--- src/rtl/ll_desc_fetch.sv ---
module ll_desc_fetch #(
  parameter int AW = 32
) (
  input  logic          clk,
  input  logic          rst_n,
  input  logic          go,
  input  logic [AW-1:0] go_ptr,
  input  logic [1:0]    go_view,
  input  logic          go_src_upd,
  input  logic          go_dst_upd,
  output logic          rd_req,
  output logic [AW-1:0] rd_addr,
  input  logic          rd_valid,
  input  logic [31:0]   rd_data,
  input  logic          rd_err,
  output logic          xfer_valid,
  output logic [23:0]   xfer_len,
  output logic [31:0]   xfer_src,
  output logic [31:0]   xfer_dst,
  output logic [31:0]   xfer_cfg,
  output logic [31:0]   xfer_bc,
  output logic [31:0]   xfer_ds,
  output logic [31:0]   xfer_sus,
  output logic [31:0]   xfer_dus,
  input  logic          xfer_done,
  output logic          busy,
  output logic          fault
);

  localparam int CW = 4;
  localparam int FETCH_BIT = 24;
  localparam int SRC_BIT = 25;
  localparam int DST_BIT = 26;
  localparam int VIEW_LO = 27;

  typedef enum logic [1:0] {S_IDLE, S_FETCH, S_RUN} state_t;

  state_t        st;
  logic [AW-1:0] ptr, nxt;
  logic [1:0]    view;
  logic          sen, den;
  logic [CW-1:0] cnt, last;
  logic [31:0]   ctl;
  logic          take;

  always_comb begin
    case (view)
      2'd0:    last = CW'(2);
      2'd1:    last = CW'(3);
      2'd2:    last = CW'(4);
      default: last = CW'(8);
    endcase
  end

  assign take       = (st == S_FETCH) && rd_valid;
  assign rd_req     = (st == S_FETCH);
  assign rd_addr    = {ptr[AW-1:2], 2'b00} + AW'({cnt, 2'b00});
  assign xfer_valid = (st == S_RUN);
  assign busy       = (st != S_IDLE);
  assign xfer_len   = ctl[23:0];

  always_ff @(posedge clk) begin
    if (!rst_n) begin
      st    <= S_IDLE;
      ptr   <= '0;
      view  <= '0;
      sen   <= 1'b0;
      den   <= 1'b0;
      cnt   <= '0;
      fault <= 1'b0;
    end else begin
      case (st)
        S_IDLE: if (go) begin
          st    <= S_FETCH;
          ptr   <= go_ptr;
          view  <= go_view;
          sen   <= go_src_upd;
          den   <= go_dst_upd;
          cnt   <= '0;
          fault <= 1'b0;
        end
        S_FETCH: if (rd_valid) begin
          if (rd_err) begin
            st    <= S_IDLE;
            fault <= 1'b1;
            cnt   <= '0;
          end else if (cnt == last) begin
            st  <= S_RUN;
            cnt <= '0;
          end else begin
            cnt <= cnt + 1'b1;
          end
        end
        S_RUN: if (xfer_done) begin
          if (ctl[FETCH_BIT]) begin
            st   <= S_FETCH;
            ptr  <= nxt;
            view <= ctl[VIEW_LO+1:VIEW_LO];
            sen  <= ctl[SRC_BIT];
            den  <= ctl[DST_BIT];
          end else begin
            st <= S_IDLE;
          end
        end
        default: st <= S_IDLE;
      endcase
    end
  end

  always_ff @(posedge clk) begin
    if (!rst_n) begin
      nxt      <= '0;
      ctl      <= '0;
      xfer_src <= '0;
      xfer_dst <= '0;
      xfer_cfg <= '0;
      xfer_bc  <= '0;
      xfer_ds  <= '0;
      xfer_sus <= '0;
      xfer_dus <= '0;
    end else if (take && !rd_err) begin
      case (cnt)
        CW'(0): nxt <= rd_data[AW-1:0];
        CW'(1): ctl <= rd_data;
        CW'(2): begin
          if (sen) xfer_src <= rd_data;
          if (view == 2'd0 && den) xfer_dst <= rd_data;
        end
        CW'(3): if (den) xfer_dst <= rd_data;
        CW'(4): xfer_cfg <= rd_data;
        CW'(5): xfer_bc  <= rd_data;
        CW'(6): xfer_ds  <= rd_data;
        CW'(7): xfer_sus <= rd_data;
        CW'(8): xfer_dus <= rd_data;
        default: ;
      endcase
    end
  end

endmodule

--- config.mk ---
export PLATFORM = sky130hd
export DESIGN_NAME = ll_desc_fetch
export DESIGN_NICKNAME = d
export VERILOG_FILES = /design/src/rtl/ll_desc_fetch.sv
export SDC_FILE = /design/constraint.sdc
export NUM_CORES = 1
export LEC_CHECK = 0
export CAP_MARGIN = 20
export CORE_AREA = 5 5 239 241
export CTS_BUF_LIST = sky130_fd_sc_hd__clkbuf_16
export CTS_CLUSTER_SIZE = 16
export DETAILED_ROUTE_END_ITERATION = 8
export DIE_AREA = 0 0 244 246
export PLACE_DENSITY_LB_ADDON = 0.05
export REMOVE_ABC_BUFFERS = 1
export SLEW_MARGIN = 20
export SYNTH_ARGS = -nofsm -noshare
export SYNTH_HDL_FRONTEND = slang
export SYNTH_SLANG_ARGS = --single-unit
--- constraint.sdc ---
create_clock -name clk -period 2.5 [get_ports clk]
set_clock_uncertainty 0.05 [all_clocks]
set_input_delay 0.375 -clock clk [delete_from_list [all_inputs] [get_ports clk]]
set_output_delay 0.375 -clock clk [all_outputs]
set_load 0.02 [all_outputs]
=== Word-level counts from Yosys, hierarchy flattened ===
Cells that the tools add are included.

* Multiply operators: 0
* Reduce and logical (&&, ||, !) cells: 24
* Shift operators: 0
* Div/mod/pow operators: 0
* $add $sub $neg: 2
* Muxes and demuxes: 36
* Bitwise gates (word level): 0
* Eq/ne operators: 21
* Order comparisons: 0

{| class="wikitable"
|+ Operator list
! operator !! number
|-
| $mux W32 || 5
|-
| $pmux W32 S2 || 2
|-
| $add A32 B6 Y32 || 1
|-
| $eq A4 B3 Y1 const B || 4
|-
| $mux W2 || 8
|-
| $mux W4 || 4
|-
| $reduce_and A4 Y1 || 4
|-
| $reduce_and A2 Y1 || 7
|-
| $pmux W4 S3 || 1
|-
| $mux W1 || 10
|-
| $eq A4 B2 Y1 const B || 2
|-
| $ne A2 B1 Y1 const B || 4
|-
| $pmux W4 S2 || 1
|-
| $reduce_bool A2 Y1 || 4
|-
| $ne A2 B2 Y1 const B || 3
|-
| $pmux W1 S2 || 3
|-
| $pmux W2 S3 || 1
|-
| $reduce_and A3 Y1 || 2
|-
| $add A4 B1 Y4 const B || 1
|-
| $eq A2 B1 Y1 const B || 2
|-
| $eq A2 B2 Y1 const B || 2
|-
| $eq A4 B1 Y1 const B || 1
|-
| $eq A4 B4 Y1 || 1
|-
| $eq A4 B4 Y1 const B || 1
|-
| other kinds (6) || 9
|}

* Input port bits: 74
* Bits in read-only memories: 0
* Memory bits (writable): 0
* Bits in latches: 0
* Memories: 0
* Register bits: 328
* Output and inout bits: 284
* Logic and storage cells: 99

=== Longest topological paths before layout ===
Gate-level depths: netlist of the first run.

* Depth in word-level cells: 7
* Depth in mapped cells: 8
* Mapped depth without buffers: 7

=== Least setup slack after synthesis of the first run ===
OpenSTA, ideal clock, no wires.

* Path type: register to output
* Start point: reg cnt[0]
* End point: out rd_addr[22]
* Buffers on the path: 0
* Data arrival time: 2169 ps
* Cell stages (with the launch flop): 8
* Path slack: -94 ps
* Data required time: 2075 ps
* Cells stage by stage: dfxtp_1 ha_1 fa_1 a21o_1 a21oi_1 nor3_2 and3_1 xor2_1

* Longest elaborated chain between the ends: 1

{| class="wikitable"
|+ RTL lines
! item !! RTL line !! source
|-
| start, declared || 42 || <nowiki>logic [CW-1:0] cnt, last;</nowiki>
|-
| start signal, assigned || 91 || <nowiki>cnt <= cnt + 1'b1;</nowiki>
|-
| $add A32 B6 Y32 || 57 || <nowiki>assign rd_addr = {ptr[AW-1:2], 2'b00} + AW'({cnt, 2'b00});</nowiki>
|-
| end, declared || 12 || <nowiki>output logic [AW-1:0] rd_addr,</nowiki>
|}

No other way between the ends.

=== Worst setup path after layout of the first run ===
* Start point: reg cnt[0]
* End point: out rd_addr[28]

Same word-level chain as after synthesis.

==> summary.md, run 1 <==
| Metric | Value |
|---|---|
| Status | finished, violations left |
| Failing checks | negative setup slack |
| Static Leakage | 7.51 nW |
| Largest net degree at the start of global routing | 90 |
| Syn Std Cell Area | 0.0135 mm^2 |
| Drt wl/cell | approximately 21 um |
| Site row count | 86 |
| Pwr/cell area | 593 mW/mm^2 |
| Final WS setup | -0.381 ns |
| Post-detailed-route DRC marker count | 0 |
| Synthesized flop and latch total | around 320 |
| Share of the synthesized area in the top cell type | between 40% and 50% |
| Reg2Reg Setup Slack | just under 0.4 ns |
| Final WL | approximately 56000 um |
| Skew-Pair Late Insertion Delay | ~0.55 ns |
| Period minus WS final | just under 3 ns |
| Worst setup SP type | flop |
| Layout cells sized above 1 | approximately an eighth |
| Synthesis-to-finish area growth | 46.2% |
| Die span in x | ~240 um |
| HPWL Detailed | approximately 40000 um |
| Top cells by area, synth | dfxtp_1 48%, nand2_1 17%, a21boi_1 8.9% |
| Final hold vios | 0 |
| Placed instance count | between 2000 and 3000 |
| Root Buffer | clkbuf_16 |
| Initial Util | between 20% and 30% |
| Total Die Area | around 0.06 mm^2 |
| Worst path top cell family by delay | adder cells |
| Clock-pin slew on the worst setup and hold paths | about 0.06 ns |
| Tot GR Track Use | between 10% and 20% |
| Worst hold path class | input pin to flop |
| RePlAce Congestion | 0.781 |
| Max_slew headroom | about 65% |
| IO Port Bufs | roughly 350 |
| Buf+Inv Stages, Crit Path | 2 |
| Worst R2R Start | cnt[1]$_SDFFE_PN0P_ |
| Max layer used | met5 |
| Gr ovfl total | 0 |
| RSZ-0062 raised after global routing | true |
| CTS tree | built |
| Met1 Routed Length | roughly 25000 um |
| H-tree depth | 2 |
| Nets@finish | ~2000 |
| Antenna violations before repair | 6 |
| Slew Limit Fails | 0 |
| Crit-path slowest cell | fa_2 |
| Cell taking the most area after synthesis | dfxtp_1 |
| Hold Startpoint | rst_n |
| Fmax achieved | 347 MHz |
| Period Utilization, post-route | 115% |
| Worst EP arrival | roughly 2.5 ns |
| CP max stage delay | roughly 0.34 ns |
| Boundary Pins | ~360 |
| Measured slew at the worst slew-check pin | ~0.52 ns |
| TritonCTS Buffers | between 40 and 50 |
| Synth warnings | 0 |
| Sequential fraction of the synthesis area | 47.9% |
| Met2 WL post-DR | between 20000 and 30000 um |
| Setup violators final | 27 |
| Hold-critical path depth | 2 |
| Req. time, crit path | around 2.1 ns |
| First-pass GRT wire length | about 81000 um |
| Fin cells | 2679 |
| Worst R2R End | xfer_dst[29]$_SDFFE_PN0P_ |
| Vias/cell | between 4 and 5 |
| Max IR drop VDD | between 0.0004 and 0.0005 V |
| Routed length on met3 | between 3000 and 4000 um |
| Core Area | ~0.055 mm^2 |
| Hold_ws | around 0.31 ns |
| Crit Path Category | flop to primary output |
| Clock Path Buffers | 3 |
| CP endpoint kind | primary output |
| CP max FO | 6 |
| Final ANT Viol Nets | 0 |
| Vias in the first global route | about 12000 |
| MaxCap Viol Count | 0 |
| CP cell instances | ha_4, fa_2, a21o_1, a21oi_4, nor3_4, buf_12, and3_4, xor2_1, buf_4 |
| Total number of vias | roughly 12000 |
| Syn Area/Cell | 8.43 um^2 |
| R2R cell count | 8 |
| Cells after Synth | 1607 |
| Number of clock sinks | 324 |
| Die Y | 246 um |
| First-pass DRT Iterations | 4 |
| Filler Cell Count | 5683 |
| Cell variety after synth | slightly below 50 |
| 1st-iter DRT viols | 490 |
| Hold EP | ptr[6]$_SDFFE_PN0P_ |
registers in the layout, indices dropped and copies added (netlist names):
name,cells
xfer_cfg,32
xfer_dus,32
cnt,4
xfer_ds,32
xfer_dst,32
view,2
xfer_src,32
nxt,30
sen,1
xfer_bc,32
den,1
fault,1
st,2
ctl,29
ptr,30
xfer_sus,32
final cells by class:
| class | instances | area (um^2) | share of cell area [%] |
|---|---|---|---|
| tap | 704 | 881 | 4.45 |
| clock buffer | 45 | 1130 | 5.69 |
| inverter | 8 | 30.0 | 0.152 |
| clock inverter | 31 | 128 | 0.644 |
| antenna | 1 | 2.50 | 0.0126 |
| timing repair buffer | 457 | 4610 | 23.3 |
| multi-input combinational | 1109 | 6540 | 33.0 |
| sequential | 324 | 6490 | 32.8 |
metrics by stage:
stage	power [W]	instance area (um^2)	setup TNS, ns	utilization [%]	setup WS (ns)
after global placement	0.00628	18100	-3.84	33.2	-0.482
after floorplan	0.00571	12700	-29.77	-	-0.866
after global routing	0.0123	19800	-10.95	36.2	-0.521
after CTS	0.0120	19600	-10.22	35.9	-0.486
final	0.0117	19800	-8.07	36.2	-0.381
after detailed placement	0.00628	18100	-4.19	33.2	-0.499
per-layer routing:
metal | vias up | track usage [%]
li1 | 5875 | -
met1 | 5631 | 22.8
met2 | 247 | 30.3
met3 | 65 | 4.97
met4 | 10 | 4.28
met5 | - | 0
kinds of logic (layout without fill, tap and decap cells):
kind of cell / Yosys count / after routing / share of synthesized area (%)
compound gates: 339 / 339 / 19.4
xor+xnor: 28 / 28 / 1.81
fa+ha+maj: 9 / 9 / 0.887
buf+inv: 175 / 541 / 6.45
flops: 324 / 324 / 47.9
mux: 36 / 36 / 2.67
other cells: 1 / 3 / 0.0277
simple gates: 695 / 695 / 20.8
layout by cell type (no fill, tap or decap), types with 11 or more instances in the layout:
master	count
dfxtp_1	320
buf_6	20
a21boi_0	126
nand2_2	11
buf_4	88
a21boi_1	160
o211a_1	34
buf_12	23
inv_1	24
clkdlybuf4s50_1	322
nand2_1	610
mux2i_1	35
clkbuf_16	45
xnor2_2	11
how the worst max path moves through the flow:
stage	to	cells after the start	slack [ns]	from
after floorplan	den$_SDFFE_PN0P_	4	-0.87	st[1]$_SDFFE_PN0P_
final	rd_addr[28]	9	-0.38	cnt[0]$_SDFFE_PN0P_
after global routing	rd_addr[4]	6	-0.52	ptr[4]$_SDFFE_PN0P_
after CTS	rd_addr[20]	9	-0.49	cnt[0]$_SDFFE_PN0P_
after global placement	rd_addr[22]	9	-0.48	ptr[2]$_SDFFE_PN0P_
after detailed placement	rd_addr[22]	9	-0.50	ptr[2]$_SDFFE_PN0P_
what timing repair did:
item	4_1_cts	5_1_grt
pin swaps	23	19
setup endpoints to repair	31	27
hold buffers	0	0
setup buffers	2	8
resized for setup	132	30
synth_stat cells, drive strengths merged:
master	number
nand2	622
dfxtp	324
a21boi	286
clkbuf	95
buf	72
mux2i	35
o211a	34
xnor2	19
nand3	12
nor2	10
xor2	9
and2	8
ha	8
inv	8
and3	7
nand4	6
a21oi	4
and4	4
nand2b	4
nor2b	4
o21ai	4
a21o	3
nor3	3
nor3b	3
nor4b	3
a31oi	2
and3b	2
nand3b	2
or3	2
a2111oi	1
a211oi	1
a22oi	1
a31o	1
conb	1
fa	1
mux2	1
nand4bb	1
o211ai	1
o2bb2ai	1
or2	1
or3b	1
report_power, final:
part / switching (W) / internal [W] / total [W] / leakage (nW)
registers: 0.0000536 / 0.00523 / 0.00529 / 2.62
clock network: 0.00235 / 0.00321 / 0.00556 / 0.678
logic: 0.000475 / 0.000424 / 0.000898 / 4.21
total: 0.00288 / 0.00887 / 0.0117 / 7.51
No activity file was read; power rests on OpenSTA's default activity.
==> inputs of run 2 (changes only) <==
--- a/config.mk
+++ b/config.mk
@@ -17,3 +17,4 @@
 export SYNTH_ARGS = -nofsm -noshare
 export SYNTH_HDL_FRONTEND = slang
 export SYNTH_SLANG_ARGS = --single-unit
+export TNS_END_PERCENT = 100
==> results of run 2 <==
The final DEF is identical to that of run 1; final timing and power are the same.
